**src/rtl/wsc_pkg.sv**
```systemverilog
package wsc_pkg;

  typedef enum logic [1:0] {
    OP_NONE  = 2'd0,
    OP_WRITE = 2'd1,
    OP_SET   = 2'd2,
    OP_CLEAR = 2'd3
  } wsc_op_e;

  // Number of addresses each read/write register occupies.
  localparam int ALIAS_SPAN = 3;

  // Bit positions inside the routing byte.
  localparam int RT_ID_GND  = 1;
  localparam int RT_UART_TX = 2;
  localparam int RT_UART_RX = 3;
  localparam int RT_SPK_L   = 4;
  localparam int RT_SPK_R   = 5;
  localparam int RT_MIC     = 6;

endpackage

```
**src/rtl/wsc_addr_dec.sv**
```systemverilog
module wsc_addr_dec
  import wsc_pkg::*;
#(
  parameter int              ADDR_W = 8,
  parameter logic [ADDR_W-1:0] BASE = '0
) (
  input  logic [ADDR_W-1:0] addr,
  input  logic              wr,
  output logic              hit,
  output wsc_op_e           op
);

  localparam logic [ADDR_W-1:0] SPAN = ADDR_W'(ALIAS_SPAN);

  logic [ADDR_W-1:0] offset;

  always_comb begin
    offset = addr - BASE;
    hit    = (addr >= BASE) && (offset < SPAN);
    op     = OP_NONE;
    if (hit && wr) begin
      case (offset)
        ADDR_W'(0): op = OP_WRITE;
        ADDR_W'(1): op = OP_SET;
        default:    op = OP_CLEAR;
      endcase
    end
  end

endmodule

```
**src/rtl/wsc_reg.sv**
```systemverilog
module wsc_reg
  import wsc_pkg::*;
#(
  parameter int               DATA_W  = 8,
  parameter logic [DATA_W-1:0] RST_VAL = '0,
  parameter logic [DATA_W-1:0] RO_MASK = '0
) (
  input  logic              clk,
  input  logic              rst,
  input  wsc_op_e           op,
  input  logic [DATA_W-1:0] wdata,
  output logic [DATA_W-1:0] q
);

  localparam logic [DATA_W-1:0] KEEP = ~RO_MASK;

  logic [DATA_W-1:0] nxt;

  always_comb begin
    case (op)
      OP_WRITE: nxt = wdata;
      OP_SET:   nxt = q | wdata;
      OP_CLEAR: nxt = q & ~wdata;
      default:  nxt = q;
    endcase
  end

  // Read-only bits are never stored, so they read as zero.
  always_ff @(posedge clk) begin
    if (rst) q <= RST_VAL & KEEP;
    else     q <= nxt & KEEP;
  end

endmodule

```
**src/rtl/wsc_route.sv**
```systemverilog
module wsc_route
  import wsc_pkg::*;
#(
  parameter int DATA_W = 8
) (
  input  logic [DATA_W-1:0] ctl,
  input  logic              dp_rx_i,
  output logic              id_gnd_en,
  output logic              uart_tx_dm_en,
  output logic              uart_rx_dp_en,
  output logic              spk_left_en,
  output logic              spk_right_en,
  output logic              mic_en,
  output logic              dp_spk_r_en,
  output logic              data1_o
);

  always_comb begin
    id_gnd_en     = ctl[RT_ID_GND];
    uart_tx_dm_en = ctl[RT_UART_TX];
    uart_rx_dp_en = ctl[RT_UART_RX];
    spk_left_en   = ctl[RT_SPK_L];
    spk_right_en  = ctl[RT_SPK_R];
    mic_en        = ctl[RT_MIC];
    // The right-speaker path is shared by the speaker and microphone enables.
    dp_spk_r_en   = ctl[RT_SPK_R] | ctl[RT_MIC];
    // Data line 1 idles high unless receive routing is enabled.
    data1_o       = ctl[RT_UART_RX] ? dp_rx_i : 1'b1;
  end

endmodule

```
**src/rtl/wsc_reg_bank.sv**
```systemverilog
module wsc_reg_bank
  import wsc_pkg::*;
#(
  parameter int                ADDR_W      = 8,
  parameter int                DATA_W      = 8,
  parameter int                LS_W        = 2,
  parameter logic [ADDR_W-1:0] DBG_ADDR    = 8'h15,
  parameter logic [ADDR_W-1:0] SCR_BASE    = 8'h16,
  parameter logic [ADDR_W-1:0] RT_BASE     = 8'h19,
  parameter logic [DATA_W-1:0] RT_RO_MASK  = 8'h81
) (
  input  logic              clk,
  input  logic              rst,
  input  logic [ADDR_W-1:0] acc_addr,
  input  logic              acc_wr,
  input  logic [DATA_W-1:0] acc_wdata,
  output logic [DATA_W-1:0] acc_rdata,
  input  logic [LS_W-1:0]   line_state_i,
  input  logic              dp_rx_i,
  output logic              id_gnd_en,
  output logic              uart_tx_dm_en,
  output logic              uart_rx_dp_en,
  output logic              spk_left_en,
  output logic              spk_right_en,
  output logic              mic_en,
  output logic              dp_spk_r_en,
  output logic              data1_o
);

  localparam int NUM_RW = 2;
  localparam int IDX_SCR = 0;
  localparam int IDX_RT  = 1;
  localparam logic [NUM_RW*ADDR_W-1:0] BASE_V = {RT_BASE, SCR_BASE};
  localparam logic [NUM_RW*DATA_W-1:0] RO_V   = {RT_RO_MASK, {DATA_W{1'b0}}};

  logic    [NUM_RW-1:0]             rw_hit;
  wsc_op_e                          rw_op [NUM_RW];
  logic    [NUM_RW-1:0][DATA_W-1:0] reg_q;

  for (genvar i = 0; i < NUM_RW; i++) begin : g_rw
    wsc_addr_dec #(
      .ADDR_W (ADDR_W),
      .BASE   (BASE_V[i*ADDR_W +: ADDR_W])
    ) u_dec (
      .addr (acc_addr),
      .wr   (acc_wr),
      .hit  (rw_hit[i]),
      .op   (rw_op[i])
    );

    wsc_reg #(
      .DATA_W  (DATA_W),
      .RST_VAL ({DATA_W{1'b0}}),
      .RO_MASK (RO_V[i*DATA_W +: DATA_W])
    ) u_reg (
      .clk   (clk),
      .rst   (rst),
      .op    (rw_op[i]),
      .wdata (acc_wdata),
      .q     (reg_q[i])
    );
  end

  // Read mux: debug byte, then whichever alias window the address falls in.
  always_comb begin
    acc_rdata = '0;
    if (acc_addr == DBG_ADDR) acc_rdata = DATA_W'(line_state_i);
    for (int i = 0; i < NUM_RW; i++) begin
      if (rw_hit[i]) acc_rdata = reg_q[i];
    end
  end

  wsc_route #(.DATA_W(DATA_W)) u_route (
    .ctl           (reg_q[IDX_RT]),
    .dp_rx_i       (dp_rx_i),
    .id_gnd_en     (id_gnd_en),
    .uart_tx_dm_en (uart_tx_dm_en),
    .uart_rx_dp_en (uart_rx_dp_en),
    .spk_left_en   (spk_left_en),
    .spk_right_en  (spk_right_en),
    .mic_en        (mic_en),
    .dp_spk_r_en   (dp_spk_r_en),
    .data1_o       (data1_o)
  );

  wire unused_scr = ^reg_q[IDX_SCR][0];

endmodule

```
**config.mk**
```make
export PLATFORM = sky130hd
export DESIGN_NAME = wsc_reg_bank
export DESIGN_NICKNAME = d
export VERILOG_FILES = /design/src/rtl/wsc_pkg.sv /design/src/rtl/wsc_addr_dec.sv /design/src/rtl/wsc_reg.sv /design/src/rtl/wsc_route.sv /design/src/rtl/wsc_reg_bank.sv
export SDC_FILE = /design/constraint.sdc
export NUM_CORES = 1
export LEC_CHECK = 0
export CAP_MARGIN = 30
export CORE_MARGIN = 2
export CORE_UTILIZATION = 43
export DETAILED_ROUTE_END_ITERATION = 6
export GPL_TIMING_DRIVEN = 0
export MAX_ROUTING_LAYER = met4
export PLACE_DENSITY_LB_ADDON = 0.1
export SLEW_MARGIN = 15
export SYNTH_ARGS = -nofsm -noshare
export SYNTH_HDL_FRONTEND = slang
export SYNTH_HIERARCHICAL = 1
export SYNTH_SLANG_ARGS = --single-unit
export TNS_END_PERCENT = 100
```
**constraint.sdc**
```tcl
create_clock -name clk -period 5.1 [get_ports clk]
set_clock_uncertainty 0.15 [all_clocks]
set_input_delay 1.53 -clock clk [delete_from_list [all_inputs] [get_ports clk]]
set_output_delay 1.53 -clock clk [all_outputs]
set_load 0.01 [all_outputs]
```
==> run summary <==
========================================================================================
Post-route antenna net violation count ....................................            0
Unrepaired setup endpoints after global routing ...........................        false
I/O pins ..................................................................           38
First DRT Iteration DRCs ..................................................           15
Fraction of synthesis flops using an asynchronous set or reset pin ........           0%
Critical path's slowest cell .............................................. sky130_fd_sc_hd__or4_4
Number of global-route vias before repair .................................         1021
Critical path startpoint ..................................................  acc_addr[1]
Cell occurring most often along the worst timing path ..................... sky130_fd_sc_hd__buf_4
Largest net degree at the start of global routing .........................           11
Outcome ................................................................... finished clean
Total of warnings raised by yosys .........................................            6
Reg2reg start ............................................................. g_rw[1].u_reg/q[6]$_SDFFE_PP0P_
Layout cells sized above 1 ................................................        23.3%
Reg-to-reg critical path endpoint ......................................... g_rw[1].u_reg/q[6]$_SDFFE_PP0P_
Remaining Overflow, GRT ...................................................            0
Capturing element type of the critical path ...............................   output pin
Yosys cell types ..........................................................           29
# hold bufs at CTS ........................................................            0
Leakage Power .............................................................     0.586 nW
Number of synthesized flops with an enable pin ............................            0
Cells on worst reg2reg path ...............................................            2
Tightest Pin Transition ...................................................     0.634 ns
Count of buffers inserted at the top-level ports ..........................           37
GRT Total Usage ...........................................................        23.6%
DRC .......................................................................            0
Critical Path RT ..........................................................      3.42 ns
Via-to-Cell Ratio .........................................................         5.26
Final worst-path cycle share ..............................................        98.3%
Smallest setup slack after layout .........................................    0.0871 ns
Kind of path behind the tightest hold check ............................... flip-flop to flip-flop
Post-Route Utilization ....................................................        69.4%
Cell chain of the critical path ........................................... buf_4 > ha_4 > or4_4 > nor3_4 > nor2b_4 > buf_4 > buf_4 > a22o_1 > clkdlybuf4s15_2
Count leader, synth ....................................................... sky130_fd_sc_hd__nand2_1
Hold slack final ..........................................................     0.327 ns
Post-Syn Area .............................................................      967 µm²
Area after DPL ............................................................     1380 µm²
Reg clk slew, reported paths ..............................................      0.08 ns
Maximum number of buffers from clock root to sink .........................            2
Dpl hpwl ..................................................................      1.87 mm
Hold Crit Start ........................................................... g_rw[0].u_reg/q[4]$_SDFFE_PP0P_
Max incr delay on CP ......................................................      0.50 ns
Yosys top cell area share .................................................        29.0%
Area of the die ...........................................................     2640 µm²
Register-to-register setup slack ..........................................      4.28 ns
Filler Cells Inserted .....................................................          185
Clock tree from TritonCTS .................................................         done
H-Tree Depth ..............................................................            1
Site Rows .................................................................           17
Overall via count from detail_route .......................................         1074
Maximum fanout along the worst path .......................................            8
Routability Congestion ....................................................        0.836
Category of cells accounting for the largest share of critical-path delay . simple AND/OR/NAND/NOR gates
Maximum resistive drop on vdd .............................................   0.000161 V
Endpoint of the worst hold path ........................................... g_rw[0].u_reg/q[4]$_SDFFE_PP0P_
Remaining max-slew budget at the tightest pin .............................        57.4%
Layout net count ..........................................................          200
Max reg flops .............................................................           14
Final wirelength ..........................................................      2.83 mm
Horizontal die dimension ..................................................      51.4 µm
Clock root buffer master .................................................. sky130_fd_sc_hd__clkbuf_4
Register with the most flip-flops ......................................... g_rw.u_reg/q
Clock sinks ...............................................................           14
Post-synthesis to final-layout area growth ................................        55.6%
Minimum clock period ......................................................      5.01 ns
Area of the core region ...................................................     2170 µm²
Initial antenna violation count ...........................................            0
Hold path depth ...........................................................            2
Data arrival time of the worst path .......................................      3.33 ns
Initial Util ..............................................................        44.6%
Max-cap violations ........................................................            0
Power density over cell area ..............................................   155 nW/µm²
Commonest cells in the synthesized netlist ................................ 19 x sky130_fd_sc_hd__nand2_1, 16 x sky130_fd_sc_hd__o21ai_0, 15 x sky130_fd_sc_hd__nor2b_1, 14 x sky130_fd_sc_hd__a21oi_1, 14 x sky130_fd_sc_hd__dfxtp_1
Die Ht ....................................................................      51.4 µm
Wirelength per Cell .......................................................      13.9 µm
Antenna Diode Count .......................................................            0
Clock insertion delay at the later pin of the skew report .................      0.29 ns
Maximum clock rate ........................................................      199 MHz
Final Hold Viols ..........................................................            0
Number of iterations in the first detailed-routing pass ...................            4
Crit path buf inv count ...................................................            4
Average footprint of a synthesized cell ...................................     7.68 µm²
Register bit count reported by yosys ......................................           14
Startpoint type of the worst setup path ................................... primary input
Total CTS buffers .........................................................            3
Minimum setup slack after placement .......................................     -1.17 ns
Max-slew violation count ..................................................            0
Ranking of synthesized cells by area ...................................... sky130_fd_sc_hd__dfxtp_1 29%, sky130_fd_sc_hd__nor2b_1 9.7%, sky130_fd_sc_hd__o21ai_0 8.3%
Top flip-flop cell by instance count after synthesis ...................... sky130_fd_sc_hd__dfxtp_1
Leading registers by flop count ........................................... g_rw.u_reg/q (14)
Gate Count Post-Synth .....................................................          126
Critical path start-end classification .................................... primary input to output pin
Final setup vio count .....................................................            0
Part of the Yosys area used for sequential elements .......................        29.0%
Area leader, netlist ...................................................... sky130_fd_sc_hd__dfxtp_1
Total non-filler cell area in the finished layout .........................     1510 µm²
Global-route wire length before repair ....................................      4.46 mm
========================================================================================
layout by cell type (no fill, tap or decap), types with 3 or more instances in the layout:
master,synthesis,final
sky130_fd_sc_hd__nand2_1,19,19
sky130_fd_sc_hd__clkbuf_4,0,3
sky130_fd_sc_hd__o21ai_0,16,16
sky130_fd_sc_hd__a22o_1,6,6
sky130_fd_sc_hd__clkbuf_2,0,4
sky130_fd_sc_hd__clkdlybuf4s50_1,0,22
sky130_fd_sc_hd__buf_2,1,3
sky130_fd_sc_hd__buf_4,8,16
sky130_fd_sc_hd__nor2b_1,15,15
sky130_fd_sc_hd__dlygate4sd2_1,0,4
sky130_fd_sc_hd__nor2_1,5,4
sky130_fd_sc_hd__a21oi_1,14,14
sky130_fd_sc_hd__dfxtp_1,14,14
tightest hold or removal path, cell delays in order, from the launching register on:
cell and delay, ns:
sky130_fd_sc_hd__dfxtp_1 0.31, sky130_fd_sc_hd__o21ai_0 0.07, sky130_fd_sc_hd__a21oi_1 0.06
final cells by class:
cell class,count,area [µm²],share of cell area (%)
clock buffers,4,36.3,2.41
repair buffers,45,402,26.7
well taps,28,35.0,2.33
plain buffers,10,71.3,4.74
inverters,2,7.51,0.499
multi-input cells,101,673,44.7
flip-flops and latches,14,280,18.6
kinds of logic (layout without fill, tap and decap cells):
kind of cell / count (synthesis) / in the layout / synth area share [%]
buffers and inverters: 12 / 61 / 7.89
flip-flops: 14 / 14 / 29.0
AND/OR/NAND/NOR: 52 / 52 / 30.4
AO/OA/AOI/OAI: 42 / 42 / 25.9
other: 1 / 2 / 0.388
XOR/XNOR: 4 / 4 / 5.17
adder cells (fa/ha/maj): 1 / 1 / 1.29
routing by layer:
layer / up-vias / global-route usage [%] / part of all wire (%)
met4: 0 / 11.8 / 2.0
met5: - / - / 0
li1: 540 / - / -
met2: 35 / 42.1 / 50
met1: 492 / 24.1 / 42
met3: 7 / 5.56 / 5.6
power breakdown:
part	internal, mW	switching, mW	total [mW]	leakage, nW
clock	0.0435	0.0373	0.0808	0.0210
sequential	0.110	0.000324	0.110	0.113
combinational	0.0233	0.0193	0.0425	0.453
total	0.176	0.0569	0.233	0.586
timing repair:
action / 4_1_cts / 5_1_grt
gates resized for setup: 41 / 11
endpoints found under the setup margin: 8 / 8
setup buffers: 7 / 0
pin swaps: 4 / 4
through the flow:
stage	power, mW	setup TNS (ns)	cells
6_report	0.233	0	204
4_1_cts	0.233	0	203
5_1_grt	0.247	0	204
3_5_place_dp	0.150	-7.94	192
2_1_floorplan	0.124	0	127
3_3_place_gp	0.149	-7.68	192
worst max-delay path by stage:
stage | to | cells after the start
after floorplan | acc_rdata[0] | 6
after global placement | acc_rdata[0] | 8
after detailed placement | acc_rdata[0] | 8
after CTS | acc_rdata[2] | 10
after global routing | acc_rdata[3] | 9
final | acc_rdata[3] | 9
No activity file was read; power rests on OpenSTA's default activity.
